**src/rtl/hpr_pkg.sv**
```systemverilog
// Package: register addresses and control-bit positions shared by the
// multihit pattern register and its bench.
package hpr_pkg;
    localparam int ADDR_W = 4;

    localparam logic [ADDR_W-1:0] A_INSET  = 4'd0;
    localparam logic [ADDR_W-1:0] A_INMASK = 4'd1;
    localparam logic [ADDR_W-1:0] A_INLVL  = 4'd2;
    localparam logic [ADDR_W-1:0] A_SH     = 4'd3;
    localparam logic [ADDR_W-1:0] A_MH     = 4'd4;
    localparam logic [ADDR_W-1:0] A_OMASK  = 4'd5;
    localparam logic [ADDR_W-1:0] A_OSET   = 4'd6;
    localparam logic [ADDR_W-1:0] A_CLR    = 4'd7;
    localparam logic [ADDR_W-1:0] A_SH_RC  = 4'd8;
    localparam logic [ADDR_W-1:0] A_MH_RC  = 4'd9;
    localparam logic [ADDR_W-1:0] A_CTRL   = 4'd10;

    localparam int CB_GATE_IGN = 0;
    localparam int CB_MODE     = 1;
endpackage

```
**src/rtl/hpr_channel.sv**
```systemverilog
// Module: one hit-capture channel.
// Does: detects rising edges of its input and records them in two cascaded
//       set flops (first hit, repeat hit). Supports a software hit pulse, a
//       global clear and separate read-clear requests for each flop.
// Assumes: lvl_i is already synchronised; the clear requests are one-cycle
//          strobes; a global clear has priority over a hit in the same cycle.
module hpr_channel (
    input  logic clk,
    input  logic rst_n,
    input  logic lvl_i,
    input  logic mask_i,
    input  logic gate_ok_i,
    input  logic set_pls_i,
    input  logic gclr_i,
    input  logic rc1_i,
    input  logic rc2_i,
    output logic s1_q,
    output logic s2_q
);
    logic lvl_q;
    logic ev;

    // Purpose: remember the previous input level for edge detection.
    always_ff @(posedge clk) begin
        if (!rst_n) lvl_q <= 1'b0;
        else        lvl_q <= lvl_i;
    end

    // Purpose: form a hit from a qualified front-panel edge or a software set.
    always_comb begin
        ev = (lvl_i & ~lvl_q & ~mask_i & gate_ok_i) | set_pls_i;
    end

    // Purpose: update the two cascaded capture flops.
    always_ff @(posedge clk) begin
        if (!rst_n) begin
            s1_q <= 1'b0;
            s2_q <= 1'b0;
        end else begin
            s1_q <= (s1_q & ~rc1_i & ~gclr_i) | (ev & ~gclr_i);
            s2_q <= (s2_q & ~rc2_i & ~gclr_i) | (ev & s1_q & ~gclr_i);
        end
    end

    // the repeat flop only rises when the first flop was already set
    a_r1_second_needs_first: assert property (@(posedge clk) disable iff (!rst_n)
        $rose(s2_q) |-> $past(s1_q));
    // a global clear leaves both flops empty
    a_r4_clear_empties: assert property (@(posedge clk) disable iff (!rst_n)
        gclr_i |=> (!s1_q && !s2_q));
    // a masked channel only captures through a software set
    a_r6_mask_blocks: assert property (@(posedge clk) disable iff (!rst_n)
        $rose(s1_q) |-> $past(!mask_i || set_pls_i));
    // a closed gate only lets software sets through
    a_r7_gate_blocks: assert property (@(posedge clk) disable iff (!rst_n)
        $rose(s1_q) |-> $past(gate_ok_i || set_pls_i));
endmodule

```
**src/rtl/hpr_regs.sv**
```systemverilog
// Module: register file and bus decode of the multihit pattern register.
// Does: holds the input-set, input-mask, output-mask, output-set and control
//       registers. Decodes writes, produces the software-set pulse, the clear
//       strobe and the read-clear vectors, and registers the read data.
// Assumes: single-cycle read and write strobes; read data one cycle later.
module hpr_regs #(
    parameter int N_CH = 16
) (
    input  logic                      clk,
    input  logic                      rst_n,
    input  logic [hpr_pkg::ADDR_W-1:0] bus_addr,
    input  logic [N_CH-1:0]           bus_wdata,
    input  logic                      bus_wr,
    input  logic                      bus_rd,
    input  logic [N_CH-1:0]           lvl_i,
    input  logic [N_CH-1:0]           s1_i,
    input  logic [N_CH-1:0]           s2_i,
    output logic [N_CH-1:0]           bus_rdata,
    output logic [N_CH-1:0]           inmask_q,
    output logic [N_CH-1:0]           omask_q,
    output logic [N_CH-1:0]           oset_q,
    output logic                      gate_ign_q,
    output logic                      mode_q,
    output logic [N_CH-1:0]           set_pls,
    output logic                      clr_wr,
    output logic [N_CH-1:0]           rc1,
    output logic [N_CH-1:0]           rc2
);
    import hpr_pkg::*;

    logic [N_CH-1:0] inset_q;
    logic [N_CH-1:0] rsel;
    logic [N_CH-1:0] ctrl_rd;

    // Purpose: decode write-side strobes and read-clear requests.
    always_comb begin
        set_pls = (bus_wr && bus_addr == A_INSET) ? bus_wdata : '0;
        clr_wr  = bus_wr && bus_addr == A_CLR;
        rc1     = (bus_rd && bus_addr == A_SH_RC) ? s1_i : '0;
        rc2     = (bus_rd && bus_addr == A_MH_RC) ? s2_i : '0;
        ctrl_rd = '0;
        ctrl_rd[CB_GATE_IGN] = gate_ign_q;
        ctrl_rd[CB_MODE]     = mode_q;
    end

    // Purpose: hold the software-written registers.
    always_ff @(posedge clk) begin
        if (!rst_n) begin
            inset_q    <= '0;
            inmask_q   <= '0;
            omask_q    <= '0;
            oset_q     <= '0;
            gate_ign_q <= 1'b1;
            mode_q     <= 1'b0;
        end else begin
            if (bus_wr) begin
                case (bus_addr)
                    A_INSET:  inset_q  <= bus_wdata;
                    A_INMASK: inmask_q <= bus_wdata;
                    A_OMASK:  omask_q  <= bus_wdata;
                    A_OSET:   oset_q   <= bus_wdata;
                    A_CLR:    inset_q  <= '0;
                    A_CTRL: begin
                        gate_ign_q <= bus_wdata[CB_GATE_IGN];
                        mode_q     <= bus_wdata[CB_MODE];
                    end
                    default: ;
                endcase
            end
        end
    end

    // Purpose: select the register addressed by a read.
    always_comb begin
        case (bus_addr)
            A_INSET:  rsel = inset_q;
            A_INMASK: rsel = inmask_q;
            A_INLVL:  rsel = lvl_i;
            A_SH:     rsel = s1_i;
            A_MH:     rsel = s2_i;
            A_OMASK:  rsel = omask_q;
            A_OSET:   rsel = oset_q;
            A_SH_RC:  rsel = s1_i;
            A_MH_RC:  rsel = s2_i;
            A_CTRL:   rsel = ctrl_rd;
            default:  rsel = '0;
        endcase
    end

    // Purpose: register the read data; zero when no read took place.
    always_ff @(posedge clk) begin
        if (!rst_n) bus_rdata <= '0;
        else        bus_rdata <= bus_rd ? rsel : '0;
    end

    // a single-hit read returns the flops as they were in the read cycle
    a_r2_read_single: assert property (@(posedge clk) disable iff (!rst_n)
        (bus_rd && bus_addr == A_SH) |=> bus_rdata == $past(s1_i));
endmodule

```
**src/rtl/hit_pattern_reg.sv**
```systemverilog
// Module: sixteen-channel multihit pattern register (top).
// Does: instantiates one capture channel per input and the register file,
//       combines the clears and the gate, and drives the channel outputs by
//       mode, output mask and output force.
// Assumes: all inputs synchronous to clk; N_CH matches the bus data width.
module hit_pattern_reg #(
    parameter int N_CH = 16
) (
    input  logic                      clk,
    input  logic                      rst_n,
    input  logic [N_CH-1:0]           hit_in,
    input  logic                      gate_in,
    input  logic                      clear_in,
    input  logic [hpr_pkg::ADDR_W-1:0] bus_addr,
    input  logic [N_CH-1:0]           bus_wdata,
    input  logic                      bus_wr,
    input  logic                      bus_rd,
    output logic [N_CH-1:0]           bus_rdata,
    output logic [N_CH-1:0]           ch_out
);
    logic [N_CH-1:0] s1, s2, inmask, omask, oset, set_pls, rc1, rc2;
    logic            gate_ign, mode, clr_wr, gclr, gate_ok;

    hpr_regs #(.N_CH(N_CH)) u_regs (
        .clk(clk), .rst_n(rst_n), .bus_addr(bus_addr), .bus_wdata(bus_wdata),
        .bus_wr(bus_wr), .bus_rd(bus_rd), .lvl_i(hit_in), .s1_i(s1), .s2_i(s2),
        .bus_rdata(bus_rdata), .inmask_q(inmask), .omask_q(omask),
        .oset_q(oset), .gate_ign_q(gate_ign), .mode_q(mode),
        .set_pls(set_pls), .clr_wr(clr_wr), .rc1(rc1), .rc2(rc2)
    );

    // Purpose: merge the two clear sources and qualify the common gate.
    always_comb begin
        gclr    = clr_wr | clear_in;
        gate_ok = gate_ign | gate_in;
    end

    for (genvar i = 0; i < N_CH; i++) begin : g_ch
        hpr_channel u_ch (
            .clk(clk), .rst_n(rst_n), .lvl_i(hit_in[i]), .mask_i(inmask[i]),
            .gate_ok_i(gate_ok), .set_pls_i(set_pls[i]), .gclr_i(gclr),
            .rc1_i(rc1[i]), .rc2_i(rc2[i]), .s1_q(s1[i]), .s2_q(s2[i])
        );

        // Purpose: pick the flop by mode, then apply mask and force.
        always_comb begin
            ch_out[i] = ((mode ? s2[i] : s1[i]) & ~omask[i]) | oset[i];
        end
    end
endmodule

```
**config.mk**
```make
export PLATFORM = sky130hd
export DESIGN_NAME = hit_pattern_reg
export DESIGN_NICKNAME = d
export VERILOG_FILES = /design/src/rtl/hpr_pkg.sv /design/src/rtl/hpr_channel.sv /design/src/rtl/hpr_regs.sv /design/src/rtl/hit_pattern_reg.sv
export SDC_FILE = /design/constraint.sdc
export NUM_CORES = 1
export LEC_CHECK = 0
export BUFFER_PORTS_ARGS = -buffer_cell sky130_fd_sc_hd__clkbuf_2
export CORE_AREA = 2 2 127 129
export DETAILED_ROUTE_END_ITERATION = 10
export DIE_AREA = 0 0 129 131
export HOLD_SLACK_MARGIN = 0.08
export PLACE_DENSITY = 0.59
export SKIP_CTS_REPAIR_TIMING = 1
export SLEW_MARGIN = 20
export SYNTH_ARGS = -nofsm -noshare
export SYNTH_HDL_FRONTEND = slang
export SYNTH_SLANG_ARGS = --single-unit
```
**constraint.sdc**
```tcl
create_clock -name clk -period 1.45 [get_ports clk]
set_input_delay 0 -clock clk [delete_from_list [all_inputs] [get_ports clk]]
set_output_delay 0 -clock clk [all_outputs]
set_load 0.01 [all_outputs]
```
==> flow_metrics.tcl <==
set metrics [dict create \
    fin_nets 848 \
    nFillCells 1400 \
    async_reset_ff_frac 0 \
    fmax_mhz 649 \
    synth-edff-count 0 \
    min_period_ns 1.54 \
    h-tree-depth 4 \
    dieArea_um2 16900 \
    insertion_delay_ns 0.42 \
    min_path_type "input pin to flop" \
    grt_pass1_vias 5539 \
    seq_area_frac_synth 0.428 \
    slew_headroom 0.625 \
    crit_required_ns 1.45 \
    rsz0062_at_grt "yes" \
    cpPeakStageDelay_ns 0.39 \
    die_w_um 129 \
    synth_commonest_cells "dfxtp_1, nand2_1, nor2_1" \
    pre_cts_slack_ns -0.0437 \
    finalSetupTns_ns -0.626 \
    cts_buffers 17 \
    cap_violations 0 \
    ctsRootBufferMaster "clkbuf_16" \
    postLayoutCoreUtil 0.529 \
    cp.arrival_ns 1.54 \
    num_antenna_cells 0 \
    drtPass1Iterations 8 \
    status "finished with violations" \
    crit_family "flip-flops" \
    drt_iter0_markers 764 \
    area_delta_synth_final_pct 35.6 \
    postSynthAreaPerCell_um2 9.10 \
    power_density_nw_per_um2 1130 \
    io_pins 74 \
    finalMaxSlewViolations 0 \
    fp.dieH_um 131 \
    vias_per_cell 5.76 \
    yosysTopAreaCellShare 0.428 \
    grt.total_usage 0.257 \
    synth_most_common_cell "dfxtp_1" \
    netlist_area_um2 6090 \
    cts_tree "done" \
    hpwl_mm 14.9 \
    ys.flop_type "dfxtp_1" \
    routedWlPerCell_um 21.0 \
    worstMarginPinSlew_ns 0.562 \
    core_region_area_um2 15600 \
    crit_fanout 7 \
    p_leak_nw 3.12 \
    ys_types 52 \
    yosysWarnings 0 \
    cpMaxStageDelayCell "dfxtp_4" \
    synth_top_cell_by_area "dfxtp_1" \
    grt_max_degree 48 \
    fin_total_pwr_w 0.00932 \
    num_vias 5961 \
    grt_pass1_wl_mm 32.2 \
    violations "negative setup slack" \
    grt_overflow 0 \
    drc 0 \
    syn_nets 711 \
    startpoint_type "flop" \
    clock-sinks 130 \
    clockBufferDepth 2 \
    hold_viol_final 0 \
    vdd.ir_drop.worst_mv 0.943 \
    ys_ff_latch 130 \
    dp_cells 966 \
    crit_type "flop to output pin" \
    post-route-period-util 1.06 \
    postRouteAntennaNets 0 \
    wl_mm 21.7 \
    row_count 46 \
    drive_above_1_share 0.262 \
    clk_pin_slew_worst_paths_ns 0.06 \
    fin_ws_ns -0.0914 \
    synthCells 669 \
    path_buf_inv 2 \
    gp_congestion 0.891 \
    cp_cell_sequence "buf_12 > mux2i_1 > o21bai_2 > clkbuf_2" \
    initial_core_util 0.390 \
    portBuffers 73 \
    fin_cells 1034 \
    antenna_found_initial 1 \
    setup_viol 14 \
    skew_ns 0.00566 \
    end_kind "output pin" \
    synth.area.top_cells "dfxtp_1, mux2i_1, nand2_1" \
]
-- layer usage --
layer / global-route usage / wire length [µm] / vias to the layer above
li1: - / - / 2711
met1: 0.367 / 9620 / 2874
met5: 0 / 0 / -
met2: 0.377 / 9380 / 344
met3: 0.0623 / 2250 / 32
met4: 0.0914 / 421 / 0
-- worst reg2reg max path, stage by stage (launching register included) --
cell,delay (ns)
dfxtp_1,0.35
nor2_1,0.07
buf_4,0.22
nor4b_2,0.34
o211ai_1,0.14
a21oi_1,0.17
-- final timing paths --
path	startpoint	end	slack [ns]	cells after the start
setup / recovery	u_regs.mode_q	ch_out[9]	-0.09	4
setup reg to reg	u_regs.gate_ign_q	g_ch[9].u_ch.s2_q	0.08	5
hold / removal	bus_rd	u_regs.bus_rdata[12]	0.08	4
hold reg to reg	g_ch[1].u_ch.s2_q	g_ch[1].u_ch.s2_q	0.48	2
-- registers in the layout, indices dropped and copies added, names as in the netlist --
name	cells
g_ch.u_ch.lvl_q	16
u_regs.inset_q	16
u_regs.inmask_q	16
u_regs.omask_q	16
g_ch.u_ch.s2_q	16
u_regs.mode_q	1
u_regs.bus_rdata	16
g_ch.u_ch.s1_q	16
u_regs.oset_q	16
u_regs.gate_ign_q	1
-- layout by cell type (no fill, tap or decap), drive strengths merged, types with 13 or more instances in the layout --
cell and n:
dfxtp 130, nand2 78, mux2i 55, dlygate4sd3 36
and2 17, a21oi 55, nor4b 17, a211oi 15
clkbuf 92, a21o 13, o21bai 17, and4b 16
buf 66, o211ai 16, o21ai 14, nor2 72
-- metrics by stage --
step	hold slack (ns)	instance area, µm²
global route	0.103	8250
global placement	0.231	7050
CTS	-0.205	7680
detailed placement	0.238	7050
finish	0.0777	8250
floorplan	0.122	6090
-- layout make-up --
type                       count  area (µm²)  area share
multi-input combinational    484        3380       0.410
sequential                   130        2610       0.316
clock buffer                  22         484      0.0587
timing repair buffer         172        1350       0.164
clock inverter                 9         153      0.0185
inverter                       1        3.75    0.000455
tap                          216         270      0.0328
-- kinds of logic after synthesis --
kind of cell | Yosys count | share of synthesized area
flops | 130 | 0.428
mux | 67 | 0.118
simple gates | 235 | 0.205
buf+inv | 55 | 0.0473
compound gates | 182 | 0.202
-- where the power goes --
group          total, W  internal (W)  switching [W]
logic          0.000978      0.000437       0.000540
clock network   0.00462       0.00304        0.00157
registers       0.00372       0.00365      0.0000707
total           0.00932       0.00713        0.00218
Note: power is estimated with default switching activity, not from simulation.
